File: src/rtl/gpio_port_pkg.sv
package gpio_port_pkg;

  localparam int REG_ADDR_W = 4;

  typedef enum logic [REG_ADDR_W-1:0] {
    RS_DATA    = 4'd0,
    RS_INPUT   = 4'd1,
    RS_DIR     = 4'd2,
    RS_RDRV    = 4'd3,
    RS_PULLEN  = 4'd4,
    RS_PULLSEL = 4'd5,
    RS_WOR     = 4'd6,
    RS_IRQEN   = 4'd7,
    RS_FLAG    = 4'd8
  } regSel_e;

  // strobes from bus control to the datapath
  typedef struct packed {
    logic    wrData;
    logic    wrDir;
    logic    wrRdrv;
    logic    wrPullEn;
    logic    wrPullSel;
    logic    wrWor;
    logic    wrIrqEn;
    logic    clrFlag;
    regSel_e rdSel;
  } portStrobe_t;

endpackage

File: src/rtl/gpio_bus_ctrl.sv
module gpio_bus_ctrl
  import gpio_port_pkg::*;
(
  input  logic [REG_ADDR_W-1:0] busAddr,
  input  logic                  busWrEn,
  output portStrobe_t           strobe
);

  always_comb begin
    strobe       = '0;
    strobe.rdSel = regSel_e'(busAddr);
    if (busWrEn) begin
      case (busAddr)
        RS_DATA:    strobe.wrData    = 1'b1;
        RS_DIR:     strobe.wrDir     = 1'b1;
        RS_RDRV:    strobe.wrRdrv    = 1'b1;
        RS_PULLEN:  strobe.wrPullEn  = 1'b1;
        RS_PULLSEL: strobe.wrPullSel = 1'b1;
        RS_WOR:     strobe.wrWor     = 1'b1;
        RS_IRQEN:   strobe.wrIrqEn   = 1'b1;
        RS_FLAG:    strobe.clrFlag   = 1'b1;
        default:    ;
      endcase
    end
  end

endmodule

File: src/rtl/gpio_pad_cell.sv
module gpio_pad_cell (
  input  logic dataBit,
  input  logic dirBit,
  input  logic rdrvBit,
  input  logic pullEnBit,
  input  logic pullSelBit,
  input  logic worBit,
  input  logic modEnBit,
  input  logic modDataBit,
  input  logic modOeBit,
  output logic padOutBit,
  output logic padOeBit,
  output logic pullUpBit,
  output logic pullDnBit,
  output logic reducedBit
);

  logic effData;
  logic effDir;
  logic pullOn;

  // peripheral override replaces data and direction
  assign effData = modEnBit ? modDataBit : dataBit;
  assign effDir  = modEnBit ? modOeBit   : dirBit;

  // open-drain: never drive high, release instead
  assign padOutBit = effData & ~worBit;
  assign padOeBit  = effDir & ~(worBit & effData);

  // pulls only for inputs or open-drain outputs; outputs get pull-up only
  assign pullOn    = pullEnBit & (~effDir | worBit);
  assign pullUpBit = pullOn & (effDir | ~pullSelBit);
  assign pullDnBit = pullOn & ~effDir & pullSelBit;

  assign reducedBit = effDir & rdrvBit;

endmodule

File: src/rtl/gpio_port_dp.sv
module gpio_port_dp
  import gpio_port_pkg::*;
#(
  parameter int NUM_PINS    = 8,
  parameter int SYNC_STAGES = 2
) (
  input  logic                clk,
  input  logic                rstN,
  input  portStrobe_t         strobe,
  input  logic [NUM_PINS-1:0] wrData,
  input  logic [NUM_PINS-1:0] pinIn,
  input  logic [NUM_PINS-1:0] modEn,
  input  logic [NUM_PINS-1:0] modDataOut,
  input  logic [NUM_PINS-1:0] modOutEn,
  output logic [NUM_PINS-1:0] rdData,
  output logic [NUM_PINS-1:0] padOut,
  output logic [NUM_PINS-1:0] padOe,
  output logic [NUM_PINS-1:0] padPullUp,
  output logic [NUM_PINS-1:0] padPullDn,
  output logic [NUM_PINS-1:0] padReducedDrive,
  output logic                irqReq,
  output logic [NUM_PINS-1:0] worQ,
  output logic [NUM_PINS-1:0] pullEnQ,
  output logic [NUM_PINS-1:0] rdrvQ,
  output logic [NUM_PINS-1:0] irqEnQ,
  output logic [NUM_PINS-1:0] flagQ
);

  localparam int LAST_STAGE = SYNC_STAGES - 1;

  logic [NUM_PINS-1:0] dataQ, dirQ, pullSelQ;
  logic [NUM_PINS-1:0] syncPipe [SYNC_STAGES];
  logic [NUM_PINS-1:0] syncLvl, prevLvl;
  logic [NUM_PINS-1:0] riseV, fallV, edgeV, clrMask;
  logic [NUM_PINS-1:0] rdNext;

  // configuration registers
  always_ff @(posedge clk or negedge rstN) begin
    if (!rstN) begin
      dataQ    <= '0;
      dirQ     <= '0;
      rdrvQ    <= '0;
      pullEnQ  <= '0;
      pullSelQ <= '0;
      worQ     <= '0;
      irqEnQ   <= '0;
    end else begin
      if (strobe.wrData)    dataQ    <= wrData;
      if (strobe.wrDir)     dirQ     <= wrData;
      if (strobe.wrRdrv)    rdrvQ    <= wrData;
      if (strobe.wrPullEn)  pullEnQ  <= wrData;
      if (strobe.wrPullSel) pullSelQ <= wrData;
      if (strobe.wrWor)     worQ     <= wrData;
      if (strobe.wrIrqEn)   irqEnQ   <= wrData;
    end
  end

  // input synchronizer and edge history
  always_ff @(posedge clk or negedge rstN) begin
    if (!rstN) begin
      for (int s = 0; s < SYNC_STAGES; s++) syncPipe[s] <= '0;
      prevLvl <= '0;
    end else begin
      syncPipe[0] <= pinIn;
      for (int s = 1; s < SYNC_STAGES; s++) syncPipe[s] <= syncPipe[s-1];
      prevLvl <= syncLvl;
    end
  end

  assign syncLvl = syncPipe[LAST_STAGE];
  assign riseV   = syncLvl & ~prevLvl;
  assign fallV   = ~syncLvl & prevLvl;
  assign edgeV   = (pullSelQ & riseV) | (~pullSelQ & fallV);
  assign clrMask = strobe.clrFlag ? wrData : '0;

  // sticky flags, set wins over clear
  always_ff @(posedge clk or negedge rstN) begin
    if (!rstN) flagQ <= '0;
    else       flagQ <= (flagQ & ~clrMask) | edgeV;
  end

  assign irqReq = |(flagQ & irqEnQ);

  // read mux, registered
  always_comb begin
    case (strobe.rdSel)
      RS_DATA:    rdNext = (dirQ & dataQ) | (~dirQ & syncLvl);
      RS_INPUT:   rdNext = syncLvl;
      RS_DIR:     rdNext = dirQ;
      RS_RDRV:    rdNext = rdrvQ;
      RS_PULLEN:  rdNext = pullEnQ;
      RS_PULLSEL: rdNext = pullSelQ;
      RS_WOR:     rdNext = worQ;
      RS_IRQEN:   rdNext = irqEnQ;
      RS_FLAG:    rdNext = flagQ;
      default:    rdNext = '0;
    endcase
  end

  always_ff @(posedge clk or negedge rstN) begin
    if (!rstN) rdData <= '0;
    else       rdData <= rdNext;
  end

  // per-pin pad control
  for (genvar p = 0; p < NUM_PINS; p++) begin : gPad
    gpio_pad_cell padCell_i (
      .dataBit    (dataQ[p]),
      .dirBit     (dirQ[p]),
      .rdrvBit    (rdrvQ[p]),
      .pullEnBit  (pullEnQ[p]),
      .pullSelBit (pullSelQ[p]),
      .worBit     (worQ[p]),
      .modEnBit   (modEn[p]),
      .modDataBit (modDataOut[p]),
      .modOeBit   (modOutEn[p]),
      .padOutBit  (padOut[p]),
      .padOeBit   (padOe[p]),
      .pullUpBit  (padPullUp[p]),
      .pullDnBit  (padPullDn[p]),
      .reducedBit (padReducedDrive[p])
    );
  end

endmodule

File: src/rtl/gpio_port_ctrl.sv
module gpio_port_ctrl
  import gpio_port_pkg::*;
#(
  parameter int NUM_PINS    = 8,
  parameter int SYNC_STAGES = 2
) (
  input  logic                  clk,
  input  logic                  rstN,
  input  logic [REG_ADDR_W-1:0] busAddr,
  input  logic [NUM_PINS-1:0]   busWrData,
  input  logic                  busWrEn,
  output logic [NUM_PINS-1:0]   busRdData,
  input  logic [NUM_PINS-1:0]   pinIn,
  input  logic [NUM_PINS-1:0]   modEn,
  input  logic [NUM_PINS-1:0]   modDataOut,
  input  logic [NUM_PINS-1:0]   modOutEn,
  output logic [NUM_PINS-1:0]   padOut,
  output logic [NUM_PINS-1:0]   padOe,
  output logic [NUM_PINS-1:0]   padPullUp,
  output logic [NUM_PINS-1:0]   padPullDn,
  output logic [NUM_PINS-1:0]   padReducedDrive,
  output logic                  irqReq
);

  portStrobe_t         strobe;
  logic [NUM_PINS-1:0] worQ, pullEnQ, rdrvQ, irqEnQ, flagQ;

  gpio_bus_ctrl busCtrl_i (
    .busAddr (busAddr),
    .busWrEn (busWrEn),
    .strobe  (strobe)
  );

  gpio_port_dp #(
    .NUM_PINS    (NUM_PINS),
    .SYNC_STAGES (SYNC_STAGES)
  ) portDp_i (
    .clk             (clk),
    .rstN            (rstN),
    .strobe          (strobe),
    .wrData          (busWrData),
    .pinIn           (pinIn),
    .modEn           (modEn),
    .modDataOut      (modDataOut),
    .modOutEn        (modOutEn),
    .rdData          (busRdData),
    .padOut          (padOut),
    .padOe           (padOe),
    .padPullUp       (padPullUp),
    .padPullDn       (padPullDn),
    .padReducedDrive (padReducedDrive),
    .irqReq          (irqReq),
    .worQ            (worQ),
    .pullEnQ         (pullEnQ),
    .rdrvQ           (rdrvQ),
    .irqEnQ          (irqEnQ),
    .flagQ           (flagQ)
  );

endmodule

File: config.mk
export PLATFORM = sky130hd
export DESIGN_NAME = gpio_port_ctrl
export DESIGN_NICKNAME = d
export VERILOG_FILES = /design/src/rtl/gpio_port_pkg.sv /design/src/rtl/gpio_bus_ctrl.sv /design/src/rtl/gpio_pad_cell.sv /design/src/rtl/gpio_port_dp.sv /design/src/rtl/gpio_port_ctrl.sv
export SDC_FILE = /design/constraint.sdc
export NUM_CORES = 1
export LEC_CHECK = 0
export BUFFER_PORTS_ARGS = -buffer_cell sky130_fd_sc_hd__buf_2
export CAP_MARGIN = 5
export CORE_ASPECT_RATIO = 0.7
export CORE_MARGIN = 2
export CORE_UTILIZATION = 30
export CTS_CLUSTER_SIZE = 20
export DETAILED_ROUTE_END_ITERATION = 8
export GPL_TIMING_DRIVEN = 0
export PLACE_DENSITY = 0.55
export SLEW_MARGIN = 20
export SYNTH_ARGS = -nofsm -noshare
export SYNTH_HDL_FRONTEND = slang
export SYNTH_SLANG_ARGS = --single-unit
File: constraint.sdc
create_clock -name clk -period 2.8 [get_ports clk]
set_input_delay 0 -clock clk [delete_from_list [all_inputs] [get_ports clk]]
set_output_delay 0 -clock clk [all_outputs]
set_load 0.01 [all_outputs]
# Word-level counts from Yosys, hierarchy flattened
# Index checks and enable logic that the tools add are counted.
# W data, S select, Z words.
word_totals:
  out_inout_bits: 49
  reg_bits: 96
  input_bits: 47
  wordCells: 177
op_classes:
  eq_ne: 8
  n_reduce_logical: 2
  bitwise: 128
  muxes: 27
ops:
  columns: ["op", "n"]
  rows:
  - ["$pmux W8 S9", 1]
  - ["$and A1 B1 Y1", 64]
  - ["$and A8 B8 Y8", 8]
  - ["$not A8 Y8", 5]
  - ["$not A1 Y1", 32]
  - ["$mux W1", 24]
  - ["$or A8 B8 Y8", 3]
  - ["$eq A4 B3 Y1 const B", 4]
  - ["$mux W8", 2]
  - ["$or A1 B1 Y1", 16]
  - ["$eq A4 B2 Y1 const B", 2]
  - ["$reduce_or A8 Y1", 1]
  - ["$eq A4 B1 Y1 const B", 1]
  - ["$eq A4 B4 Y1 const B", 1]
  - ["$logic_not A4 Y1", 1]

# Longest topological paths before layout
# Gate-level depths: netlist (run 1).
logic_depth:
  ltp_word: 7
  depth_mapped: 7
  depth_no_buf: 4

# By module
# From an unflattened synthesis (run 1), not the netlist that was laid out.
unflattened:
  cells_unflattened: 426
  area_unflattened_um2: 4847.1
modules_own_cells:
  columns: ["module", "seq_area_each_um2", "n_inst", "area_each_um2", "cells_per_inst"]
  rows:
  - ["gpio_port_dp", 2402.3, 1, 4082.7, 321]
  - ["gpio_pad_cell", 0.0, 8, 82.6, 11]
  - ["gpio_bus_ctrl", 0.0, 1, 103.8, 17]

# Worst setup path before layout (run 1)
# No wires, ideal clock.
synth_path:
  path_kind: "input -> register"
  startpoint: "input busAddr[3]"
  endpoint: "register portDp_i.pullSelQ[0]"
  path_buffers: 1
  t_required_ps: 2675
  slack_ps: 1475
  setup_time_ps: 125
  t_arrival_ps: 1201
  stages: 5
  cell_sequence: "buf_2 and2b_2 nand2_2 nor3b_4 mux2_2"
synth_via:
  elab_chain_cells: 3
synth_lines:
  columns: ["item", "line_no", "text"]
  rows:
  - ["start, declared", "gpio_port_ctrl.sv:9", "input logic [REG_ADDR_W-1:0] busAddr,"]
  - ["$eq A4 B3 Y1", "gpio_bus_ctrl.sv:13", "case (busAddr)"]
  - ["$mux W1", "gpio_bus_ctrl.sv:13", null]
  - ["$mux W8", "gpio_bus_ctrl.sv:12", "if (busWrEn) begin"]
  - ["end signal, assigned", "gpio_port_dp.sv:52", "if (strobe.wrPullSel) pullSelQ <= wrData;"]
  - ["end, declared", "gpio_port_dp.sv:31", "logic [NUM_PINS-1:0] dataQ, dirQ, pullSelQ;"]
# No other way between the ends.
# A chain may end at the register's enable or synchronous reset.

# Final worst setup path (run 1)
layout_path:
  startpoint: "input busAddr[1]"
  endpoint: "register portDp_i.dataQ[4]"
layout_via:
  elab_chain_cells: 3
layout_lines:
  columns: ["item", "line_no", "text"]
  rows:
  - ["$logic_not A4 Y1", "gpio_bus_ctrl.sv:13", null]
  - ["$mux W1", "gpio_bus_ctrl.sv:13", null]
  - ["$mux W8", "gpio_bus_ctrl.sv:12", null]
  - ["end signal, assigned", "gpio_port_dp.sv:48", "if (strobe.wrData) dataQ <= wrData;"]
  - ["end, declared", "gpio_port_dp.sv:31", null]
# No other way between the ends.

==> results of run 1 <==
## final timing paths
path / startpoint / end / slack [ns] / depth (start not counted)
worst min register to register: portDp_i.syncPipe[10] / portDp_i.syncLvl[2] / 0.35 / 0
worst max-delay path: busAddr[1] / portDp_i.dataQ[4] / 0.65 / 5
max in group asynchronous: rstN / portDp_i.rdData[2] / 2.06 / 3
worst min-delay path: busWrData[5] / portDp_i.rdrvQ[5] / 0.0005 / 2
min in group asynchronous: rstN / portDp_i.syncPipe[8] / 0.13 / 2
worst max register to register: portDp_i.pullSelQ[4] / portDp_i.rdData[4] / 1.39 / 3
## registers in the layout, summed over array words and instances, names as in the netlist
register	flops
portDp_i.rdData	8
portDp_i.flagQ	8
portDp_i.dirQ	8
portDp_i.pullEnQ	8
portDp_i.rdrvQ	8
portDp_i.prevLvl	8
portDp_i.dataQ	8
portDp_i.irqEnQ	8
portDp_i.syncLvl	8
portDp_i.worQ	8
portDp_i.syncPipe	8
portDp_i.pullSelQ	8
## what timing repair did
action	4_1_cts	5_1_grt
setup buffers	0	0
endpoints found under the hold margin	140	0
hold buffers	17	0
setup endpoints to repair	0	0
## cells in the mapped netlist, types with 6 or more instances
| cell type | count | area share, % |
|---|---|---|
| buf_4 | 42 | 6.4 |
| a32oi_1 | 7 | 1.3 |
| nor2_1 | 37 | 2.8 |
| o21ai_0 | 10 | 1.0 |
| o211a_1 | 8 | 1.6 |
| dfrtp_1 | 96 | 49 |
| mux2i_1 | 25 | 5.1 |
| mux2_2 | 63 | 15 |
| nor2b_1 | 18 | 2.3 |
| buf_2 | 6 | 0.61 |
| and3_1 | 8 | 1.0 |
| a221o_1 | 9 | 1.8 |
| nand2_1 | 33 | 2.5 |
## critical path: stages
cell           delay (ns)
dlygate4sd3_1        0.55
buf_6                0.14
nor2_1               0.50
nand3_1              0.69
mux2_2               0.50
## layer usage
layer  global-route usage, %  up-vias
met5                       0        -
li1                        -     1751
met4                    4.40        0
met1                    23.8     1851
met2                    22.3      110
met3                    4.18       10
## power groups by stage
stage / clock (mW) / sequential [mW] / combinational [mW]
3_3_place_gp: 0 / 1.88 / 0.958
3_5_place_dp: 0 / 1.89 / 0.984
2_1_floorplan: 0 / 1.80 / 0.695
4_1_cts: 1.27 / 1.87 / 1.01
6_report: 1.24 / 1.86 / 0.996
5_1_grt: 1.32 / 1.91 / 1.10
## metrics by stage
step / util (%) / setup WS [ns] / power, mW / hold WS, ns / cells
floorplan: - / 1.47 / 2.49 / -0.296 / 424
global placement: 34.8 / 0.736 / 2.84 / 0.110 / 740
detailed placement: 35.1 / 0.737 / 2.87 / -0.0437 / 741
CTS: 38.0 / 0.616 / 4.14 / 0.000883 / 774
global route: 38.0 / 0.475 / 4.33 / 0.0189 / 774
finish: 38.0 / 0.650 / 4.10 / 0.000522 / 774
## cells by family (layout without fill, tap and decap cells)
family                 Yosys count  count (layout)  share of synthesized area (%)
AO/OA/AOI/OAI                   61              61                           9.95
multiplexers                    89              89                           20.1
buffers and inverters           55             180                           7.78
AND/OR/NAND/NOR                123             123                           13.1
flip-flops                      96              96                           49.1
## cell type report
cell class	instances	share of cell area, %
Sequential cell	96	39.2
Multi-Input combinational cell	273	34.4
Timing Repair Buffer	109	10.8
Buffer	54	6.14
Tap cell	225	4.59
Clock buffer	10	3.90
Clock inverter	6	0.959
Inverter	1	0.0612
==> results.sh, run 1 <==
export IMPL_design_area_um2=6130
export IMPL_placed_area_um2=5660
export IMPL_grt_max_degree=55
export IMPL_swShare_pct=29.2
export IMPL_n_antenna_cell=0
export IMPL_syn_area_um2=4890
export IMPL_cts_tree="done"
export IMPL_slew_viol_final=0
export IMPL_antenna_found_initial=0
export IMPL_seq_area_um2=2400
export IMPL_first_pass_iters=4
export IMPL_avgSynthCellArea_um2=11.5
export IMPL_p_comb_share_pct=24.3
export IMPL_drt_total_wl_mm=13.0
export IMPL_p_seq_share_pct=45.5
export IMPL_fill_cells=1614
export IMPL_vdd_drop_max_v=0.000288
export IMPL_overflow=0
export IMPL_h_tree_depth=3
export IMPL_postRouteAntennaNets=0
export IMPL_cts_path_max_buffers=2
export IMPL_top_layer="met4"
export IMPL_fin_crit_ns=2.15
export IMPL_fin_skew_ns=0.00392
export IMPL_p_leak_nw=2.91
export IMPL_numPortBuffers=91
export IMPL_core_area_um2=16200
export IMPL_cp_end_kind="flop"
export IMPL_fin_nets=591
export IMPL_gp_congestion=0.853
export IMPL_period_share_pct=76.8
export IMPL_tns_ns=0
export IMPL_setup_violations=0
export IMPL_drc=0
export IMPL_p_per_area_nw_per_um2=669
export IMPL_max_freq_ghz=0.465
export IMPL_crit_path_start_kind="primary input"
export IMPL_ios=96
export IMPL_synth_edf_count=0
export IMPL_outcome="completed"
export IMPL_synth_top_flop_cell="dfrtp_1"
export IMPL_routedWlPerCell_um=16.8
export IMPL_chipHeight_um=111
export IMPL_synthCells=424
export IMPL_p_switching_mw=1.20
export IMPL_die_area_um2=17400
export IMPL_crit_fanout=8
export IMPL_finalHoldViolCount=0
export IMPL_drt_iter0_drc=164
export IMPL_drive_gt1_share_pct=42.3
export IMPL_criticalPathCategory="primary input to flop"
export IMPL_min_path_type="primary input to flop"
export IMPL_first_global_vias=3724
export IMPL_synth_fp_nets=471
export IMPL_grt_pass1_wl_mm=20.8
export IMPL_post_drt_via_cell_ratio=4.81
export IMPL_seq_area_frac_synth_pct=49.1
export IMPL_start_util_pct=30.3
export IMPL_p_int_mw=2.91
export IMPL_synthDistinctLibCells=44
export IMPL_dr_wl_met2_mm=5.61
export IMPL_maxCapViolations=0
export IMPL_mostFrequentLayoutCells="96 x buf_2, 96 x dfrtp_1, 63 x mux2_2, 42 x buf_4, 37 x nor2_1"
export IMPL_rows=39
export IMPL_wl_met1_mm=6.37
export IMPL_die_w_um=157
export IMPL_multi_input_area_um2=2110
export IMPL_slew_headroom_pct=50.3
export IMPL_numCtsBuffers=9
export IMPL_ys_ff_latch=96
export IMPL_arrival_ns=2.39
export IMPL_ys_warn_count=0
export IMPL_pwr_share_clk_pct=30.3
export IMPL_clk_pin_slew_ns=0.06
export IMPL_async_flop_share_pct=100
export IMPL_met3_length_um=924
export IMPL_grtUsageTotal_pct=15.8
export IMPL_clk_latency_ns=0.35
export IMPL_post_cts_resized=0
export IMPL_tightest_slew_ns=0.744
export IMPL_area_growth_pct=25.3
export IMPL_rsz0062_at_grt="false"
export IMPL_clock_sinks=96
export IMPL_dp_hpwl_mm=9.37
export IMPL_root_buffer="clkbuf_16"
export IMPL_crit_required_ns=3.04
export IMPL_vias=3722
No activity file was read; power rests on OpenSTA's default activity.
==> run 2, diff against run 1 <==
Clock period 2.8 ns to 2.2 ns, I/O delays scaled along.
==> results.sh, run 2 (synthesized netlist as in run 1, its figures left out) <==
export IMPL_rows=39
export IMPL_min_from="busWrData[5]"
export IMPL_reg2reg_to="portDp_i.rdData[4]"
export IMPL_gp_congestion=0.853
export IMPL_root_buffer="clkbuf_16"
export IMPL_critPathTopFamily="simple AND/OR/NAND/NOR gates"
export IMPL_drt_iter0_drc=169
export IMPL_min_path_type="primary input to flop"
export IMPL_dp_slack_ns=0.137
export IMPL_outcome="finished, violations left"
export IMPL_top_layer="met4"
export IMPL_worst_path_buf_inv=2
export IMPL_numPortBuffers=91
export IMPL_slew_viol_final=0
export IMPL_clk_latency_ns=0.35
export IMPL_drive_gt1_share_pct=42.5
export IMPL_fin_skew_ns=0.00359
export IMPL_ios=96
export IMPL_core_area_um2=16200
export IMPL_vias=3722
export IMPL_cpMaxStageDelayCell="nand3_1"
export IMPL_startpoint="busAddr[1]"
export IMPL_die_area_um2=17400
export IMPL_p_per_area_nw_per_um2=849
export IMPL_numCtsBuffers=9
export IMPL_period_share_pct=96.7
export IMPL_maxCapViolations=0
export IMPL_crit_path_start_kind="primary input"
export IMPL_crit_required_ns=2.43
export IMPL_clk_pin_slew_ns=0.06
export IMPL_slew_headroom_pct=52.9
export IMPL_tightest_slew_ns=0.704
export IMPL_cp_slowest_stage_delay_ns=0.67
export IMPL_start_util_pct=30.3
export IMPL_setup_violations=0
export IMPL_fill_cells=1609
export IMPL_clock_sinks=96
export IMPL_dp_hpwl_mm=9.37
export IMPL_grt_max_degree=55
export IMPL_vdd_drop_max_v=0.000365
export IMPL_holdWs_ns=-0.00247
export IMPL_first_global_vias=3724
export IMPL_drt_total_wl_mm=13.0
export IMPL_wl_met1_mm=6.44
export IMPL_postRouteAntennaNets=0
export IMPL_cp_depth=5
export IMPL_criticalPathCategory="primary input to flop"
export IMPL_worstReg2RegStart="portDp_i.pullSelQ[4]"
export IMPL_max_freq_ghz=0.470
export IMPL_chipHeight_um=111
export IMPL_reg2reg_slack_ns=0.79
export IMPL_p_leak_nw=2.91
export IMPL_cp_end_kind="flop"
export IMPL_routedWlPerCell_um=16.7
export IMPL_r2r_cells=3
export IMPL_cts_path_max_buffers=2
export IMPL_overflow=0
export IMPL_path_cells="dlygate4sd3_1 -> buf_6 -> nor2b_1 -> nand3_1 -> mux2_2"
export IMPL_die_w_um=157
export IMPL_fin_ws_ns=0.0718
export IMPL_fin_nets=592
export IMPL_fin_crit_ns=2.13
export IMPL_violations="hold timing"
export IMPL_cts_tree="done"
export IMPL_antenna_found_initial=0
export IMPL_mostFrequentLayoutCells="96 x buf_2, 96 x dfrtp_1, 63 x mux2_2, 43 x buf_4, 37 x nor2_1"
export IMPL_crit_fanout=8
export IMPL_dr_wl_met2_mm=5.62
export IMPL_tns_ns=0
export IMPL_n_antenna_cell=0
export IMPL_fin_util_pct=38.0
export IMPL_area_growth_pct=25.6
export IMPL_drc=0
export IMPL_worstSetupEndpoint="portDp_i.dirQ[5]"
export IMPL_grt_pass1_wl_mm=20.8
export IMPL_grtUsageTotal_pct=15.8
export IMPL_post_drt_via_cell_ratio=4.80
export IMPL_rsz0062_at_grt="false"
export IMPL_met3_length_um=756
export IMPL_h_tree_depth=3
export IMPL_first_pass_iters=4
export IMPL_finalHoldViolCount=3
export IMPL_arrival_ns=2.36
## run 2: cell type report
class | instances | area [um2] | share of cell area [%]
timing repair buffer | 110 | 667 | 10.9
tap | 225 | 282 | 4.58
inverter | 1 | 3.75 | 0.0611
clock buffer | 10 | 239 | 3.89
clock inverter | 6 | 58.8 | 0.957
multi-input combinational | 273 | 2110 | 34.4
sequential | 96 | 2400 | 39.1
buffer | 54 | 377 | 6.13
## run 2: worst register-to-register path, stage by stage, from the launching register on
cell      delay, ns
dfrtp_1        0.44
mux4_2         0.48
a221oi_1       0.28
nand2_1        0.10
## run 2: worst min-delay path by stage
stage / to / slack, ns / cells past startpoint
after floorplan: portDp_i.dataQ[0] / -0.30 / 0
after CTS: portDp_i.pullEnQ[5] / 0.0009 / 2
after detailed placement: portDp_i.syncPipe[8] / -0.04 / 1
after global routing: portDp_i.rdrvQ[5] / 0.02 / 2
after global placement: portDp_i.syncPipe[11] / 0.11 / 1
final: portDp_i.rdrvQ[5] / -0.002 / 2
## run 2: metrics by stage
stage	cell area, um2	power, mW	instances
2_1_floorplan	4890	3.17	424
3_3_place_gp	5630	3.61	740
3_5_place_dp	5660	3.66	741
4_1_cts	6130	5.27	774
5_1_grt	6140	5.51	775
6_report	6140	5.22	775
## run 2: timing repair
| action | 4_1_cts | 5_1_grt |
|---|---|---|
| hold buffers | 17 | 0 |
| hold endpoints to repair | 140 | 0 |
| resized for setup | 0 | 1 |
| setup endpoints to repair | 0 | 16 |
| setup buffers | 0 | 1 |
## run 2: layer usage
layer | GRT usage (%) | vias to the layer above
li1 | - | 1751
met1 | 23.8 | 1850
met2 | 22.3 | 109
met3 | 4.18 | 12
met4 | 4.40 | 0
met5 | 0 | -
## run 2: power by group
part	switching [mW]	leakage (nW)	total, mW	internal [mW]
clock network	0.672	0.152	1.58	0.906
registers	0.314	1.14	2.37	2.06
logic	0.533	1.62	1.27	0.734
==> run 3, diff against run 2 <==
Settings changed: ABC_AREA set to 1.
==> results.sh, run 3 <==
export IMPL_outcome="completed"
export IMPL_async_flop_share_pct=100
export IMPL_critPathTopFamily="compound AO/OA/AOI/OAI gates"
export IMPL_first_global_vias=4168
export IMPL_power_mw=4.91
export IMPL_crit_required_ns=2.20
export IMPL_avgSynthCellArea_um2=7.91
export IMPL_ios=96
export IMPL_max_freq_ghz=0.553
export IMPL_numCtsBuffers=9
export IMPL_multi_input_area_um2=1930
export IMPL_min_path_type="primary input to flop"
export IMPL_p_per_area_nw_per_um2=794
export IMPL_cts_path_max_buffers=2
export IMPL_tightest_slew_ns=0.653
export IMPL_post_cts_resized=0
export IMPL_arrival_ns=1.81
export IMPL_clk_latency_ns=0.35
export IMPL_postRouteAntennaNets=0
export IMPL_crit_fanout=5
export IMPL_synth_fp_nets=671
export IMPL_drive_gt1_share_pct=23.6
export IMPL_die_w_um=157
export IMPL_path_cells="o21ai_0 -> o21ai_0 -> a21oi_1 -> buf_4 -> buf_2"
export IMPL_synth_edf_count=0
export IMPL_area_growth_pct=25.3
export IMPL_synth_top_flop_cell="dfrtp_1"
export IMPL_synthCells=624
export IMPL_routedWlPerCell_um=15.2
export IMPL_start_util_pct=30.5
export IMPL_drt_iter0_drc=394
export IMPL_place_inst=944
export IMPL_clock_sinks=96
export IMPL_maxCapViolations=0
export IMPL_drc=0
export IMPL_cp_slowest_stage_delay_ns=0.46
export IMPL_n_antenna_cell=0
export IMPL_h_tree_depth=3
export IMPL_grtUsageTotal_pct=17.7
export IMPL_worst_path_buf_inv=2
export IMPL_hold_buffers=17
export IMPL_finalHoldViolCount=0
export IMPL_ys_top_cells_by_area="dfrtp_1 49%, nand2_1 12%, nand3_1 8.2%, o21ai_0 6.5%, buf_4 6.2%"
export IMPL_dp_hpwl_mm=10.3
export IMPL_fill_cells=1742
export IMPL_synth_most_common_cell="nand2_1"
export IMPL_period_share_pct=82.1
export IMPL_post_cts_buffers=0
export IMPL_gp_congestion=0.839
export IMPL_slew_headroom_pct=56.4
export IMPL_drt_total_wl_mm=14.9
export IMPL_dp_slack_ns=0.612
export IMPL_ys_warn_count=0
export IMPL_crit_path_start_kind="flop"
export IMPL_rows=39
export IMPL_fin_util_pct=38.2
export IMPL_syn_area_um2=4930
export IMPL_core_area_um2=16200
export IMPL_fin_crit_ns=1.81
export IMPL_fin_nets=794
export IMPL_grt_max_degree=73
export IMPL_seq_area_frac_synth_pct=48.7
export IMPL_slew_viol_final=0
export IMPL_fin_skew_ns=0.00576
export IMPL_clk_pin_slew_ns=0.07
export IMPL_yosysTopAreaCell="dfrtp_1"
export IMPL_tns_ns=0
export IMPL_vias=4502
export IMPL_seq_area_um2=2400
export IMPL_post_drt_via_cell_ratio=4.61
export IMPL_chipHeight_um=111
export IMPL_criticalPathCategory="flop to output port"
export IMPL_die_area_um2=17500
export IMPL_root_buffer="clkbuf_16"
export IMPL_overflow=0
export IMPL_synth_common_cells="155 x nand2_1, 96 x dfrtp_1, 81 x nand3_1"
export IMPL_setup_violations=0
export IMPL_rsz0062_at_grt="false"
export IMPL_reg2reg_slack_ns=1.19
export IMPL_fin_cells=976
export IMPL_numPortBuffers=94
export IMPL_synthDistinctLibCells=21
export IMPL_final_common_cell="nand2_1"
export IMPL_fin_ws_ns=0.393
export IMPL_grt_pass1_wl_mm=23.5
export IMPL_cpMostUsedCell="o21ai_0"
export IMPL_cts_tree="done"
export IMPL_p_leak_nw=3.26
export IMPL_ys_ff_latch=96
export IMPL_cpMaxStageDelayCell="o21ai_0"
export IMPL_yosysTopAreaCellShare_pct=48.7
export IMPL_first_pass_iters=5
export IMPL_cp_end_kind="output port"
export IMPL_mostFrequentLayoutCells="155 x nand2_1, 102 x buf_2, 96 x dfrtp_1, 81 x nand3_1, 64 x o21ai_0"
export IMPL_vdd_drop_max_v=0.000394
export IMPL_antenna_found_initial=0
[run 3: cells by family (layout without fill, tap and decap cells)]
family / after synthesis / count (layout) / share of synthesized area, %
flip-flops: 96 / 96 / 48.7
AND/OR/NAND/NOR: 308 / 308 / 27.5
AO/OA/AOI/OAI: 108 / 108 / 11.7
buffers and inverters: 112 / 239 / 12.2
[run 3: per-stage QoR]
step / hold slack, ns / instance area (um2)
final: 0.0674 / 6180
after global routing: 0.0814 / 6180
after CTS: 0.0681 / 6180
after detailed placement: -0.116 / 5720
after global placement: 0.108 / 5690
after floorplan: -0.296 / 4930
[run 3: cell type report]
class,count,area share [%]
Multi-Input combinational cell,416,31.2
Timing Repair Buffer,112,10.9
Clock buffer,13,4.53
Tap cell,225,4.55
Sequential cell,96,38.9
Clock inverter,2,0.202
Inverter,54,3.28
Buffer,58,6.43
[run 3: final timing paths]
check / startpoint / endpoint / depth (start not counted)
min in group asynchronous: rstN / portDp_i.syncPipe[14] / 2
max reg2reg: portDp_i.pullSelQ[2] / portDp_i.rdData[2] / 4
min: busWrEn / portDp_i.dataQ[1] / 4
max: portDp_i.dirQ[4] / padPullUp[4] / 5
max in group asynchronous: rstN / portDp_i.dirQ[3] / 3
min reg2reg: portDp_i.syncPipe[14] / portDp_i.syncLvl[6] / 0
[run 3: worst register-to-register path: stages (launching register included)]
cell	delay (ns)
dfrtp_1	0.46
nand3_1	0.11
nand2_1	0.06
nor2_1	0.14
nand3_1	0.11
[run 3: metal layers]
metal	global-route usage [%]	share of wire, %	up-vias
met2	24.0	40	157
li1	-	-	2244
met5	0	0	-
met3	3.67	6.5	9
met1	28.8	53	2092
met4	3.15	0.72	0
[run 3: power breakdown]
group / internal, mW / switching, mW
logic: 0.499 / 0.542
registers: 2.02 / 0.288
clock network: 0.883 / 0.673
total: 3.41 / 1.50
